==> src/rtl/trb_ring_pkg.sv <==
package trb_ring_pkg;
  localparam int TRB_W      = 128;
  localparam int DW3_LSB    = 96;
  localparam int CYC_BIT    = DW3_LSB + 0;
  localparam int TGL_BIT    = DW3_LSB + 1;
  localparam int CHN_BIT    = DW3_LSB + 4;
  localparam int KIND_LSB   = DW3_LSB + 10;
  localparam int KIND_W     = 6;
  localparam logic [KIND_W-1:0] KIND_JUMP = 6'd6;
  localparam int ENTRY_BYTES = 16;

  typedef enum logic [1:0] {
    ST_IDLE  = 2'd0,
    ST_FETCH = 2'd1,
    ST_RESP  = 2'd2,
    ST_EMIT  = 2'd3
  } rd_state_e;
endpackage

==> src/rtl/trb_field_decode.sv <==
module trb_field_decode
  import trb_ring_pkg::*;
#(
  parameter int ADDR_W = 16
) (
  input  logic [TRB_W-1:0]  trb,
  input  logic              phase,
  output logic              owned,
  output logic              is_jump,
  output logic              invert,
  output logic              td_end,
  output logic [ADDR_W-1:0] jump_ptr
);
  localparam int LOW_W = $clog2(ENTRY_BYTES);

  logic [KIND_W-1:0] kind;

  always_comb begin
    kind     = trb[KIND_LSB +: KIND_W];
    owned    = (trb[CYC_BIT] == phase);
    is_jump  = (kind == KIND_JUMP);
    invert   = is_jump & trb[TGL_BIT];
    td_end   = ~trb[CHN_BIT];
    jump_ptr = {trb[ADDR_W-1:LOW_W], {LOW_W{1'b0}}};
  end
endmodule

==> src/rtl/ring_cursor.sv <==
module ring_cursor
  import trb_ring_pkg::*;
#(
  parameter int ADDR_W = 16
) (
  input  logic              clk,
  input  logic              rst_n,
  input  logic              load,
  input  logic [ADDR_W-1:0] load_ptr,
  input  logic              load_phase,
  input  logic              advance,
  input  logic              jump,
  input  logic [ADDR_W-1:0] jump_ptr,
  input  logic              flip,
  output logic [ADDR_W-1:0] ptr,
  output logic              phase
);
  localparam logic [ADDR_W-1:0] STEP = ADDR_W'(ENTRY_BYTES);

  always_ff @(posedge clk or negedge rst_n) begin
    if (!rst_n) begin
      ptr   <= '0;
      phase <= 1'b0;
    end else if (load) begin
      ptr   <= load_ptr;
      phase <= load_phase;
    end else if (jump) begin
      ptr   <= jump_ptr;
      phase <= phase ^ flip;
    end else if (advance) begin
      ptr   <= ptr + STEP;
    end
  end
endmodule

==> src/rtl/trb_hold.sv <==
module trb_hold
  import trb_ring_pkg::*;
(
  input  logic             clk,
  input  logic             rst_n,
  input  logic             capture,
  input  logic [TRB_W-1:0] din,
  input  logic             din_end,
  input  logic             ready,
  output logic             valid,
  output logic [TRB_W-1:0] dout,
  output logic             dout_end
);
  always_ff @(posedge clk or negedge rst_n) begin
    if (!rst_n) begin
      valid    <= 1'b0;
      dout     <= '0;
      dout_end <= 1'b0;
    end else if (capture) begin
      valid    <= 1'b1;
      dout     <= din;
      dout_end <= din_end;
    end else if (valid && ready) begin
      valid    <= 1'b0;
    end
  end
endmodule

==> src/rtl/trb_ring_reader.sv <==
module trb_ring_reader
  import trb_ring_pkg::*;
#(
  parameter int ADDR_W = 16
) (
  input  logic              clk,
  input  logic              rst_n,
  input  logic              ring_init,
  input  logic [ADDR_W-1:0] start_ptr,
  input  logic              start_cycle,
  input  logic              doorbell,
  output logic              mem_rd_en,
  output logic [ADDR_W-1:0] mem_rd_addr,
  input  logic [TRB_W-1:0]  mem_rd_data,
  output logic              out_valid,
  input  logic              out_ready,
  output logic [TRB_W-1:0]  out_trb,
  output logic              out_td_end,
  output logic [ADDR_W-1:0] deq_ptr
);
  rd_state_e         state_q, state_d;
  logic              pend_q, pend_d;
  logic              ccs_q;
  logic              owned, is_jump, invert, td_end;
  logic [ADDR_W-1:0] jump_ptr;
  logic              do_load, do_adv, do_jump, do_cap;

  trb_field_decode #(.ADDR_W(ADDR_W)) u_dec (
    .trb      (mem_rd_data),
    .phase    (ccs_q),
    .owned    (owned),
    .is_jump  (is_jump),
    .invert   (invert),
    .td_end   (td_end),
    .jump_ptr (jump_ptr)
  );

  ring_cursor #(.ADDR_W(ADDR_W)) u_cur (
    .clk        (clk),
    .rst_n      (rst_n),
    .load       (do_load),
    .load_ptr   (start_ptr),
    .load_phase (start_cycle),
    .advance    (do_adv),
    .jump       (do_jump),
    .jump_ptr   (jump_ptr),
    .flip       (invert),
    .ptr        (deq_ptr),
    .phase      (ccs_q)
  );

  trb_hold u_hold (
    .clk      (clk),
    .rst_n    (rst_n),
    .capture  (do_cap),
    .din      (mem_rd_data),
    .din_end  (td_end),
    .ready    (out_ready),
    .valid    (out_valid),
    .dout     (out_trb),
    .dout_end (out_td_end)
  );

  always_comb begin
    state_d   = state_q;
    pend_d    = pend_q;
    do_load   = 1'b0;
    do_adv    = 1'b0;
    do_jump   = 1'b0;
    do_cap    = 1'b0;
    mem_rd_en = 1'b0;
    if (state_q != ST_IDLE && doorbell) pend_d = 1'b1;
    unique case (state_q)
      ST_IDLE: begin
        do_load = ring_init;
        if (doorbell) begin
          state_d = ST_FETCH;
          pend_d  = 1'b0;
        end
      end
      ST_FETCH: begin
        mem_rd_en = 1'b1;
        state_d   = ST_RESP;
      end
      ST_RESP: begin
        if (!owned) begin
          if (pend_q || doorbell) begin
            state_d = ST_FETCH;
            pend_d  = 1'b0;
          end else begin
            state_d = ST_IDLE;
          end
        end else if (is_jump) begin
          do_jump = 1'b1;
          state_d = ST_FETCH;
        end else begin
          do_cap  = 1'b1;
          state_d = ST_EMIT;
        end
      end
      ST_EMIT: begin
        if (out_valid && out_ready) begin
          do_adv  = 1'b1;
          state_d = ST_FETCH;
        end
      end
      default: state_d = ST_IDLE;
    endcase
  end

  assign mem_rd_addr = deq_ptr;

  always_ff @(posedge clk or negedge rst_n) begin
    if (!rst_n) begin
      state_q <= ST_IDLE;
      pend_q  <= 1'b0;
    end else begin
      state_q <= state_d;
      pend_q  <= pend_d;
    end
  end
endmodule

==> config.mk <==
export PLATFORM = sky130hd
export DESIGN_NAME = trb_ring_reader
export DESIGN_NICKNAME = d
export VERILOG_FILES = /design/src/rtl/trb_ring_pkg.sv /design/src/rtl/trb_field_decode.sv /design/src/rtl/ring_cursor.sv /design/src/rtl/trb_hold.sv /design/src/rtl/trb_ring_reader.sv
export SDC_FILE = /design/constraint.sdc
export NUM_CORES = 1
export LEC_CHECK = 0
export ABC_AREA = 1
export BUFFER_PORTS_ARGS = -buffer_cell sky130_fd_sc_hd__buf_4
export CAP_MARGIN = 20
export CORE_MARGIN = 2
export CORE_UTILIZATION = 30
export CTS_CLUSTER_DIAMETER = 50
export DETAILED_ROUTE_END_ITERATION = 6
export GPL_TIMING_DRIVEN = 1
export PLACE_DENSITY_LB_ADDON = 0.05
export SLEW_MARGIN = 20
export SYNTH_ARGS = -nofsm -noshare
export SYNTH_HDL_FRONTEND = slang
export SYNTH_SLANG_ARGS = --single-unit
==> constraint.sdc <==
create_clock -name clk -period 2.4 [get_ports clk]
set_clock_uncertainty 0.15 [all_clocks]
set_input_delay 0.24 -clock clk [delete_from_list [all_inputs] [get_ports clk]]
set_output_delay 0.24 -clock clk [all_outputs]
set_load 0.01 [all_outputs]
==> metrics.md, run 1 <==
| Metric | Value |
|---|---|
| Slowest cell on the critical path | `dfrtp_1` |
| CP Cell Sequence | `inv_1, ha_1, inv_1, nor2_4, nand2_4, inv_4, buf_12, nand2_1, nand2_1` |
| Register clock-pin slew on the reported worst setup and hold paths | `0.06 ns` |
| RR Startpoint | `state_q[0]$_DFFE_PN0P_` |
| Top post-synthesis cells by area | `dfrtp_1 (57%), nand2_1 (26%), nand3_1 (2.3%)` |
| Commonest cells after routing, fill and taps aside | `nand2_1 (448), buf_4 (317), dfrtp_1 (150)` |
| Final setup fails | `0` |
| Vias per inst | `4.269` |
| Hold_buf cts | `145` |
| Leak Pwr | `5.963 nW` |
| Achievable frequency | `503.6 MHz` |
| Peak VDD IR | `0.5179 mV` |
| GP Congestion | `0.7560` |
| Synth Instances | `797` |
| IO Count | `313` |
| Gr ovfl total | `0` |
| Crit path DAT | `2.19 ns` |
| P&R area growth vs syn | `69.53%` |
| Critical Path Start | `state_q[0]$_DFFE_PN0P_` |
| Hold Path Depth | `5` |
| Setup TNS | `0 ns` |
| Final Cycle Share | `0.8274` |
| Initial antenna violation count | `0` |
| Number of port buffers | `312` |
| Cell Pwr Density | `1177 mW/mm2` |
| Worst-skew pair later-pin latency | `0.42 ns` |
| Reg2reg end | `u_hold.dout[57]$_DFFE_PN0P_` |
| Starting Density | `0.3078` |
| Flop-to-flop setup slack | `0.41 ns` |
| Post-CTS Setup Inserts | `0` |
| # rows | `53` |
| Pin count of the biggest net entering global routing | `70` |
| Reg2Reg Depth | `9` |
| Worst Setup EP | `u_hold.dout[57]$_DFFE_PN0P_` |
| Die area | `0.02297 mm2` |
| Fill cells | `2,025` |
| Post-detail-place hpwl | `14,820 um` |
| Ys Warns | `0` |
| RSZ-0062 raised after global routing | `no` |
| Drt drc | `0` |
| Slowest stage delay, CP | `0.40 ns` |
| Final hold violations | `0` |
| Pins over their slew limit | `0` |
| Via count | `6,497` |
| Vias in the first global route | `6,391` |
| Clock Sinks | `150` |
| Avg Inst Size Synth | `8.196 um2` |
| Worst Hold Class | `in2reg` |
| Slew @ Worst Pin | `0.5284 ns` |
| Total Wirelength | `21,710 um` |
| Post-synthesis cell area | `0.006533 mm2` |
| Slew HR | `0.6477` |
| Critical Path RT | `2.61 ns` |
| CP Capture Type | `register` |
| Commonest non-fill, non-tap cell in the layout | `nand2_1` |
| Status | `finished, final reports clean` |
| Share of cells above drive strength 1 | `0.2903` |
| Yosys cell types | `24` |
| Synthesized flop and latch total | `150` |
| Final net count | `1,389` |
| First-pass GRT wire length | `33,040 um` |
| Avg WL per Cell | `14.26 um` |
| Final worst path period need | `1.986 ns` |
| Max Fanout on Critical Path | `69` |
| Chip Width | `151.6 um` |
| Total track usage | `0.1858` |
| Largest area contributor in the netlist | `dfrtp_1` |
| Synth Net Count | `952` |
| Core region area | `0.02122 mm2` |
| Drt initial violations | `192` |
| Worst setup SP type | `register` |
| Die Span Y | `151.6 um` |
| Synth top area share | `0.5746` |
| Register area share after synthesis | `0.5746` |
| Cts repair resizes | `0` |
| CTS max path bufs | `2` |
| Max-Cap Viols | `0` |
| CTS tree | `built` |
| Min Hold Slack | `0.05970 ns` |
| Num CTS Buffers | `17` |
| Post-route ant nets | `0` |
| Root Buffer Master | `clkbuf_16` |
| TritonRoute pass-1 iters | `4` |
| Antenna cell count | `0` |
| H-tree depth | `4` |
| WS Path Type | `reg2reg` |
| Design Power | `0.01303 W` |
[synth_stat cells]
library cell and number:
clkbuf_1 5, inv_2 1, nor2_1 39, ha_1 5, buf_2 16, buf_6 11, a21oi_1 6, nand3_1 30
nor2_4 1, a31oi_1 1, buf_4 18, nand2_2 4, nand2_1 448, nor3_1 2, a22o_1 5, nor2_2 1
nand4_1 3, nand3b_1 1, clkinv_1 1, dfrtp_1 150, o21ai_0 16, inv_1 30, or2_2 2, xor2_1 1
[worst max-delay path: cells and delay by family (launching register included)]
kind	cells	cell delay, ns
fa+ha+maj	1	0.24
buf+inv	4	0.63
flops	1	0.40
simple gates	4	0.46
[kinds of logic after synthesis]
logic type	count (synthesis)	share of synthesized area
simple gates	531	0.3168
flops	150	0.5746
buf+inv	82	0.07317
compound gates	28	0.02452
fa+ha+maj	5	0.009577
xor+xnor	1	0.001341
[power breakdown]
| group | leakage (nW) | internal [W] | switching, W |
|---|---|---|---|
| Clock | 0.286 | 0.00165 | 0.00111 |
| Sequential | 1.82 | 0.00379 | 0.000813 |
| Combinational | 3.85 | 0.00281 | 0.00285 |
| Total | 5.96 | 0.00826 | 0.00477 |
[registers in the layout, indices dropped and copies added (netlist names)]
name,flops
u_hold.dout_end,1
u_hold.valid,1
u_hold.dout,128
pend_q,1
u_cur.ptr,16
u_cur.phase,1
state_q,2
[metrics by stage]
| stage | area (um2) | setup slack (ns) | util | std cells |
|---|---|---|---|---|
| floorplan | 6533 | 0.7325 | - | 797 |
| global placement | 9017 | 0.4567 | 0.4249 | 1345 |
| detailed placement | 9017 | 0.4292 | 0.4249 | 1345 |
| finish | 11070 | 0.4143 | 0.5219 | 1522 |
| global route | 11070 | 0.2073 | 0.5219 | 1522 |
| CTS | 11070 | 0.4031 | 0.5219 | 1522 |
[layer usage]
layer,up-vias,track usage,wire [um]
met5,-,0,0
met4,0,0.06343,372
met3,27,0.04192,1423
met2,197,0.3183,10460
met1,2981,0.2316,9451
li1,3292,-,-
[worst min-delay path by stage]
stage,end,startpoint,slack [ns]
after floorplan,pend_q$_DFF_PN0_,rst_n,-0.21
after global placement,u_hold.dout[59]$_DFFE_PN0P_,rst_n,0.002
after detailed placement,u_hold.dout[59]$_DFFE_PN0P_,rst_n,-0.0004
after CTS,u_cur.ptr[4]$_DFFE_PN0P_,start_ptr[4],0.04
after global routing,u_cur.ptr[11]$_DFFE_PN0P_,start_ptr[11],0.1
final,u_cur.ptr[4]$_DFFE_PN0P_,start_ptr[4],0.06
[cell type report]
cell class | count | area, um2 | area share
clock buffers | 19 | 432.9 | 0.03909
clock inverters | 13 | 172.7 | 0.01559
inverters | 32 | 122.6 | 0.01107
multi-input cells | 565 | 2306 | 0.2082
flip-flops and latches | 150 | 3754 | 0.3389
well taps | 275 | 344.1 | 0.03107
repair buffers | 468 | 3943 | 0.3560
Power figures use the tool's default switching activity.
==> run 2, diff against run 1 <==
==> constraint.sdc (replaced) <==
create_clock -name clk -period 1.8 [get_ports clk]
set_clock_uncertainty 0.15 [all_clocks]
set_input_delay 0.18 -clock clk [delete_from_list [all_inputs] [get_ports clk]]
set_output_delay 0.18 -clock clk [all_outputs]
set_load 0.01 [all_outputs]
==> metrics.md, run 2 (same netlist as run 1, synthesis figures left out) <==
| Metric | Value |
|---|---|
| Number of port buffers | `312 (unchanged)` |
| Post-route ant nets | `0 (unchanged)` |
| Non-filler cells, final | `1,566 (was 1,522)` |
| Design Power | `0.01827 W (was 0.01303 W)` |
| Die area | `0.02297 mm2 (unchanged)` |
| First-pass GRT wire length | `34,220 um (was 33,040 um)` |
| P&R area growth vs syn | `81.25% (was 69.53%)` |
| Final hold violations | `0 (unchanged)` |
| TritonRoute pass-1 iters | `5 (was 4)` |
| IO Count | `313 (unchanged)` |
| Core region area | `0.02122 mm2 (unchanged)` |
| Final net count | `1,432 (was 1,389)` |
| Peak VDD IR | `0.5990 mV (was 0.5179 mV)` |
| CP Buf/Inv Count | `4 (unchanged)` |
| Max-Cap Viols | `0 (unchanged)` |
| Pins over their slew limit | `0 (unchanged)` |
| Starting Density | `0.3078 (unchanged)` |
| Num CTS Buffers | `17 (unchanged)` |
| Slowest cell on the critical path | `dlygate4sd3_1 (was dfrtp_1)` |
| Drt drc | `0 (unchanged)` |
| Setup TNS | `0 ns (unchanged)` |
| Cell Pwr Density | `1543 mW/mm2 (was 1177 mW/mm2)` |
| Vias per inst | `4.358 (was 4.269)` |
| Via count | `6,824 (was 6,497)` |
| Most used cell, CP | `nand2_1` |
| Slew HR | `0.7490 (was 0.6477)` |
| Register clock-pin slew on the reported worst setup and hold paths | `0.07 ns (was 0.06 ns)` |
| WS Path Type | `in2reg (was reg2reg)` |
| Critical Path RT | `1.96 ns (was 2.61 ns)` |
| Initial antenna violation count | `1 (was 0)` |
| Root Buffer Master | `clkbuf_16 (unchanged)` |
| CTS max path bufs | `2 (unchanged)` |
| Status | `finished, final reports clean (unchanged)` |
| Worst Hold Class | `in2async (was in2reg)` |
| Top Family by Delay on Critical Path | `buffers and inverters (unchanged)` |
| Max reg flops | `128 (unchanged)` |
| Achievable frequency | `565.2 MHz` |
| # rows | `53 (unchanged)` |
| GP Congestion | `0.7455 (was 0.7560)` |
| Pin count of the biggest net entering global routing | `84 (was 70)` |
| Final worst path period need | `1.769 ns` |
| Share of cells above drive strength 1 | `0.3295 (was 0.2903)` |
| CP Cell Sequence | `dlygate4sd3_1, buf_4, nor2_2, nand3_4, nand2_8, clkinv_8, clkbuf_16, nand2_1, nand2_1 (was inv_1, ha_1, inv_1, nor2_4, nand2_4, inv_4, buf_12, nand2_1, nand2_1)` |
| Slowest stage delay, CP | `0.56 ns (was 0.40 ns)` |
| Vias in the first global route | `6,523 (was 6,391)` |
| Avg WL per Cell | `15.87 um (was 14.26 um)` |
| RSZ-0062 raised after global routing | `yes (was no)` |
| Die Span Y | `151.6 um (unchanged)` |
| Clock Sinks | `150 (unchanged)` |
| Biggest register | `u_hold.dout (unchanged)` |
| Regs by FF count | `u_hold.dout x128, u_cur.ptr x16, state_q x2 (unchanged)` |
| Min Hold Slack | `0.03358 ns (was 0.05970 ns)` |
| Leak Pwr | `6.340 nW (was 5.963 nW)` |
| Worst-skew pair later-pin latency | `0.42 ns (about the same)` |
| Total track usage | `0.1926 (was 0.1858)` |
| Util after Layout | `0.5580 (was 0.5219)` |
| Gr ovfl total | `0 (unchanged)` |
| Placed Cells | `1,362 (was 1,345)` |
| Max Fanout on Critical Path | `7 (was 69)` |
| CP Capture Type | `register (unchanged)` |
| H-tree depth | `4 (unchanged)` |
| Crit path DAT | `1.93 ns (was 2.19 ns)` |
| Post-detail-place hpwl | `14,920 um (was 14,820 um)` |
| Drt initial violations | `282 (was 192)` |
| Chip Width | `151.6 um (unchanged)` |
| Worst setup SP type | `input port (was register)` |
| Slew @ Worst Pin | `0.3752 ns (was 0.5284 ns)` |
| Commonest cells after routing, fill and taps aside | `nand2_1 (440), buf_4 (332), dfrtp_1 (150) (was nand2_1 (448), buf_4 (317), dfrtp_1 (150))` |
| Commonest non-fill, non-tap cell in the layout | `nand2_1 (unchanged)` |
| Total Wirelength | `24,850 um (was 21,710 um)` |
| Fill cells | `1,977 (was 2,025)` |
| Final Cycle Share | `0.9830` |
| CTS tree | `built (unchanged)` |
| Final setup fails | `0 (unchanged)` |
run 2: cell types whose count changed in the layout (fill, tap and decap cells not counted), sizes merged:
| cell | delta |
|---|---|
| clkinv | -1 |
| buf | +29 |
| diode | +1 |
| nand2 | +1 |
| inv | +1 |
| clkbuf | +10 |
| dlygate4sd3 | +2 |
| clkinvlp | +1 |
run 2: stage by stage:
| stage | setup WS, ns | area [um2] |
|---|---|---|
| 6_report | 0.03062 | 11840 |
| 5_1_grt | -0.04000 | 11840 |
| 4_1_cts | 0.0006308 | 11280 |
| 3_5_place_dp | -0.02842 | 9183 |
| 3_3_place_gp | -0.04365 | 9183 |
| 2_1_floorplan | 0.1325 | 6533 |
run 2: path summary, 6_finish.rpt:
| check | startpoint | slack (ns) | to | cells past startpoint |
|---|---|---|---|---|
| setup reg to reg | state_q[0]$_DFFE_PN0P_ | 0.04 | u_hold.dout[108]$_DFFE_PN0P_ | 9 |
| hold / removal | rst_n | 0.03 | u_hold.dout[59]$_DFFE_PN0P_ | 2 |
| min in group clk | doorbell | 0.04 | state_q[1]$_DFFE_PN0P_ | 4 |
| max in group asynchronous | rst_n | 0.87 | u_hold.dout[126]$_DFFE_PN0P_ | 3 |
| setup / recovery | mem_rd_data[106] | 0.03 | u_hold.dout[54]$_DFFE_PN0P_ | 9 |
| hold reg to reg | u_hold.dout[71]$_DFFE_PN0P_ | 0.33 | u_hold.dout[71]$_DFFE_PN0P_ | 2 |
run 2: final cells by class:
cell class,count,area [um2],area share
timing repair inverter,1,16.27,0.001374
sequential,150,3754,0.3170
tap,275,344.1,0.02906
timing repair buffer,509,4557,0.3849
inverter,32,142.6,0.01205
multi-input combinational,566,2419,0.2043
antenna,1,2.502,0.0002113
clock inverter,13,172.7,0.01458
clock buffer,19,432.9,0.03656
run 2: power by group:
part,total (W),switching [W],internal [W],leakage (nW)
logic,0.00847,0.00419,0.00427,4.23
clock network,0.00373,0.00152,0.00221,0.286
registers,0.00607,0.00101,0.00506,1.82
total,0.0183,0.00673,0.0115,6.34
run 2: routing by layer:
metal	GRT usage	vias up	wire length [um]
li1	-	3396	-
met1	0.2413	3185	10910
met2	0.3238	216	11890
met3	0.05240	27	1652
met4	0.06157	0	396
met5	0	-	0
run 2: what timing repair did:
item	4_1_cts	5_1_grt
pin swaps	1	10
endpoints found under the hold margin	297	0
cloned	0	18
setup buffers	0	6
gates resized for setup	4	46
hold buffers	147	0
endpoints found under the setup margin	78	148
==> run 3, diff against run 2 <==
--- a/config.mk
+++ b/config.mk
@@ -13,8 +13,10 @@
 export CTS_CLUSTER_DIAMETER = 50
 export DETAILED_ROUTE_END_ITERATION = 6
 export GPL_TIMING_DRIVEN = 1
+export HOLD_SLACK_MARGIN = 0.03
 export PLACE_DENSITY_LB_ADDON = 0.05
 export SLEW_MARGIN = 20
 export SYNTH_ARGS = -nofsm -noshare
 export SYNTH_HDL_FRONTEND = slang
+export SYNTH_HIERARCHICAL = 1
 export SYNTH_SLANG_ARGS = --single-unit
==> metrics.md, run 3 <==
| Metric | Value |
|---|---|
| Cell Pwr Density | `1473 mW/mm2 (was 1543 mW/mm2)` |
| Initial antenna violation count | `0 (was 1)` |
| Drt drc | `0 (unchanged)` |
| Avg Inst Size Synth | `8.327 um2 (was 8.196 um2)` |
| Register clock-pin slew on the reported worst setup and hold paths | `0.07 ns (about the same)` |
| Synth top area share | `0.5678 (was 0.5746)` |
| Die area | `0.02324 mm2 (was 0.02297 mm2)` |
| Post-detail-place hpwl | `16,030 um (was 14,920 um)` |
| # rows | `54 (was 53)` |
| Register area share after synthesis | `0.5678 (was 0.5746)` |
| Share of cells above drive strength 1 | `0.3446 (was 0.3295)` |
| Simple-gate share of the synthesized area | `0.3055 (was 0.3168)` |
| TritonRoute pass-1 iters | `4 (was 5)` |
| RSZ-0062 raised after global routing | `yes (unchanged)` |
| CTS max path bufs | `2 (unchanged)` |
| Leak Pwr | `6.251 nW (was 6.340 nW)` |
| Post-synth top cells | `nand2_1 (454), dfrtp_1 (150), buf_4 (32) (was nand2_1 (448), dfrtp_1 (150), nor2_1 (39))` |
| Combinational family with the most area after synthesis | `simple AND/OR/NAND/NOR gates (unchanged)` |
| Synth Flop Type | `dfrtp_1 (unchanged)` |
| Achievable frequency | `562.6 MHz (was 565.2 MHz)` |
| Final setup fails | `0 (unchanged)` |
| Num CTS Buffers | `17 (unchanged)` |
| H-tree depth | `4 (unchanged)` |
| Placed Cells | `1,371 (was 1,362)` |
| Total track usage | `0.1962 (was 0.1926)` |
| Gr ovfl total | `0 (unchanged)` |
| P&R area growth vs syn | `75.43% (was 81.25%)` |
| First-pass GRT wire length | `36,440 um (was 34,220 um)` |
| Via count | `6,599 (was 6,824)` |
| Core region area | `0.02176 mm2 (was 0.02122 mm2)` |
| Synth Area in XOR/XNOR | `0.002650 (was 0.001341)` |
| Drt initial violations | `306 (was 282)` |
| Commonest non-fill, non-tap cell in the layout | `nand2_1 (unchanged)` |
| Starting Density | `0.3039 (was 0.3078)` |
| DR top layer | `met4 (unchanged)` |
| Met2 wire length | `10,930 um (was 11,890 um)` |
| WS Path Type | `in2reg (unchanged)` |
| Post-synthesis cell area | `0.006611 mm2 (was 0.006533 mm2)` |
| Synth Instances | `794 (was 797)` |
| Worst Hold Class | `in2reg (was in2async)` |
| Crit path DAT | `1.94 ns (was 1.93 ns)` |
| Status | `finished, final reports clean (unchanged)` |
| Final Cycle Share | `0.9876 (was 0.9830)` |
| Total Wirelength | `22,510 um (was 24,850 um)` |
| Max reg flops | `128 (unchanged)` |
| IO Count | `313 (unchanged)` |
| Post-synth EDFFs | `0 (unchanged)` |
| Post-Synth Adder-Cell Area | `0.009463 (was 0.009577)` |
| Root Buffer Master | `clkbuf_16 (unchanged)` |
| Vias per inst | `4.260 (was 4.358)` |
| CP Capture Type | `register (unchanged)` |
| Yosys cell types | `38 (was 24)` |
| Final worst path period need | `1.778 ns (was 1.769 ns)` |
| Worst-skew pair later-pin latency | `0.42 ns (about the same)` |
| Multi-input logic area | `0.002437 mm2 (was 0.002419 mm2)` |
| Commonest cells after routing, fill and taps aside | `nand2_1 (454), buf_4 (342), dfrtp_1 (150) (was nand2_1 (440), buf_4 (332), dfrtp_1 (150))` |
| Pins over their slew limit | `0 (unchanged)` |
| Peak VDD IR | `0.6252 mV (was 0.5990 mV)` |
| Die Span Y | `152.5 um (was 151.6 um)` |
| Max-Cap Viols | `0 (unchanged)` |
| Max Fanout on Critical Path | `5 (was 7)` |
| M1 WL | `9843 um (was 10,910 um)` |
| Number of port buffers | `312 (unchanged)` |
| Chip Width | `152.5 um (was 151.6 um)` |
| Final hold violations | `0 (unchanged)` |
| Synth Area in Compound Gates | `0.03520 (was 0.02452)` |
| Met3 wire length | `1332 um (was 1652 um)` |
| Top post-synthesis cells by area | `dfrtp_1 (57%), nand2_1 (26%), buf_4 (3.6%) (was dfrtp_1 (57%), nand2_1 (26%), nand3_1 (2.3%))` |
| Worst setup SP type | `input port (unchanged)` |
| Setup TNS | `0 ns (unchanged)` |
| Post-synthesis mux area share | `0 (unchanged)` |
| Critical Path RT | `1.96 ns (about the same)` |
| GP Congestion | `0.7733 (was 0.7455)` |
| Avg WL per Cell | `14.53 um (was 15.87 um)` |
| Vias in the first global route | `6,784 (was 6,523)` |
| Synthesized flop and latch total | `150 (unchanged)` |
| Non-filler cells, final | `1,549 (was 1,566)` |
| Post-route ant nets | `0 (unchanged)` |
| Clock Sinks | `150 (unchanged)` |
| Reg area | `0.003754 mm2 (unchanged)` |
| Pin count of the biggest net entering global routing | `49 (was 84)` |
| Ys Warns | `6 (was 0)` |
| Biggest register | `u_hold/dout (was u_hold.dout)` |
| Fill cells | `2,121 (was 1,977)` |
| Count leader, synth | `nand2_1 (unchanged)` |
| Post-CTS Setup Inserts | `0 (unchanged)` |
| Share of synthesized registers carrying an async set or reset | `1.000 (unchanged)` |
| Regs by FF count | `u_hold/dout x128, u_cur/ptr x16, state_q x2 (was u_hold.dout x128, u_cur.ptr x16, state_q x2)` |
| CTS tree | `built (unchanged)` |
| Largest area contributor in the netlist | `dfrtp_1 (unchanged)` |
| Final net count | `1,411 (was 1,432)` |
[run 3: cells by family (layout without fill, tap and decap cells)]
group / count (synthesis) / after routing
flops: 150 / 150
buf+inv: 95 / 566
simple gates: 509 / 509
fa+ha+maj: 5 / 5
xor+xnor: 2 / 2
other cells: 1 / 5
compound gates: 32 / 32
[run 3: what timing repair did]
action / CTS / global route
hold endpoints to repair: 297 / 0
resized for setup: 2 / 24
endpoints found under the setup margin: 7 / 111
pin swaps: 0 / 7
gates cloned: 0 / 0
hold buffers: 146 / 0
[run 3: through the flow]
stage / worst slack (ns) / area, um2 / total power [W] / hold WS, ns / util
2_1_floorplan: 0.02341 / 6630 / 0.009162 / -0.2656 / -
3_3_place_gp: 0.03613 / 9415 / 0.01298 / -0.01336 / 0.4328
3_5_place_dp: 0.01749 / 9415 / 0.01302 / -0.01473 / 0.4328
4_1_cts: 0.006596 / 11500 / 0.01717 / 0.04916 / 0.5287
5_1_grt: -0.05584 / 11600 / 0.01835 / 0.06638 / 0.5330
6_report: 0.02238 / 11600 / 0.01709 / 0.07617 / 0.5331
[run 3: layout make-up]
type | instances | share of cell area
diodes | 1 | 0.0002158
clock buffers | 17 | 0.03668
clock inverters | 14 | 0.01629
inverters | 32 | 0.01165
multi-input cells | 552 | 0.2101
flip-flops and latches | 150 | 0.3236
well taps | 280 | 0.03021
repair buffers | 503 | 0.3712
[run 3: worst paths after layout]
| path | start | to | slack, ns | cells after the start |
|---|---|---|---|---|
| max | mem_rd_data[96] | u_cur/ptr[7]$_DFFE_PN0P_ | 0.02 | 10 |
| min in group asynchronous | rst_n | u_hold/dout[23]$_DFFE_PN0P_ | 0.10 | 2 |
| max in group asynchronous | rst_n | u_hold/dout[83]$_DFFE_PN0P_ | 0.78 | 3 |
| max reg2reg | state_q[0]$_DFFE_PN0P_ | u_cur/ptr[7]$_DFFE_PN0P_ | 0.04 | 9 |
| min | start_ptr[8] | u_cur/ptr[8]$_DFFE_PN0P_ | 0.08 | 4 |
| min reg2reg | u_hold/dout[84]$_DFFE_PN0P_ | u_hold/dout[84]$_DFFE_PN0P_ | 0.32 | 2 |
[run 3: worst max-delay path, stage by stage]
cell	delay, ns
dlygate4sd3_1	0.54
buf_4	0.17
xnor2_4	0.20
nand2_4	0.09
nor2_4	0.14
buf_4	0.13
nand2_4	0.08
buf_12	0.14
o211ai_1	0.18
a21oi_2	0.07
[run 3: power breakdown]
| group | internal (W) | switching (W) | leakage (nW) |
|---|---|---|---|
| clock network | 0.00222 | 0.00156 | 0.295 |
| logic | 0.00374 | 0.00371 | 4.08 |
| registers | 0.00485 | 0.00101 | 1.88 |
[run 3: metal layers]
layer | vias to the layer above | track usage
met5 | - | 0
met4 | 0 | 0.06261
met3 | 25 | 0.04835
met2 | 214 | 0.3331
met1 | 3037 | 0.2471
li1 | 3323 | -
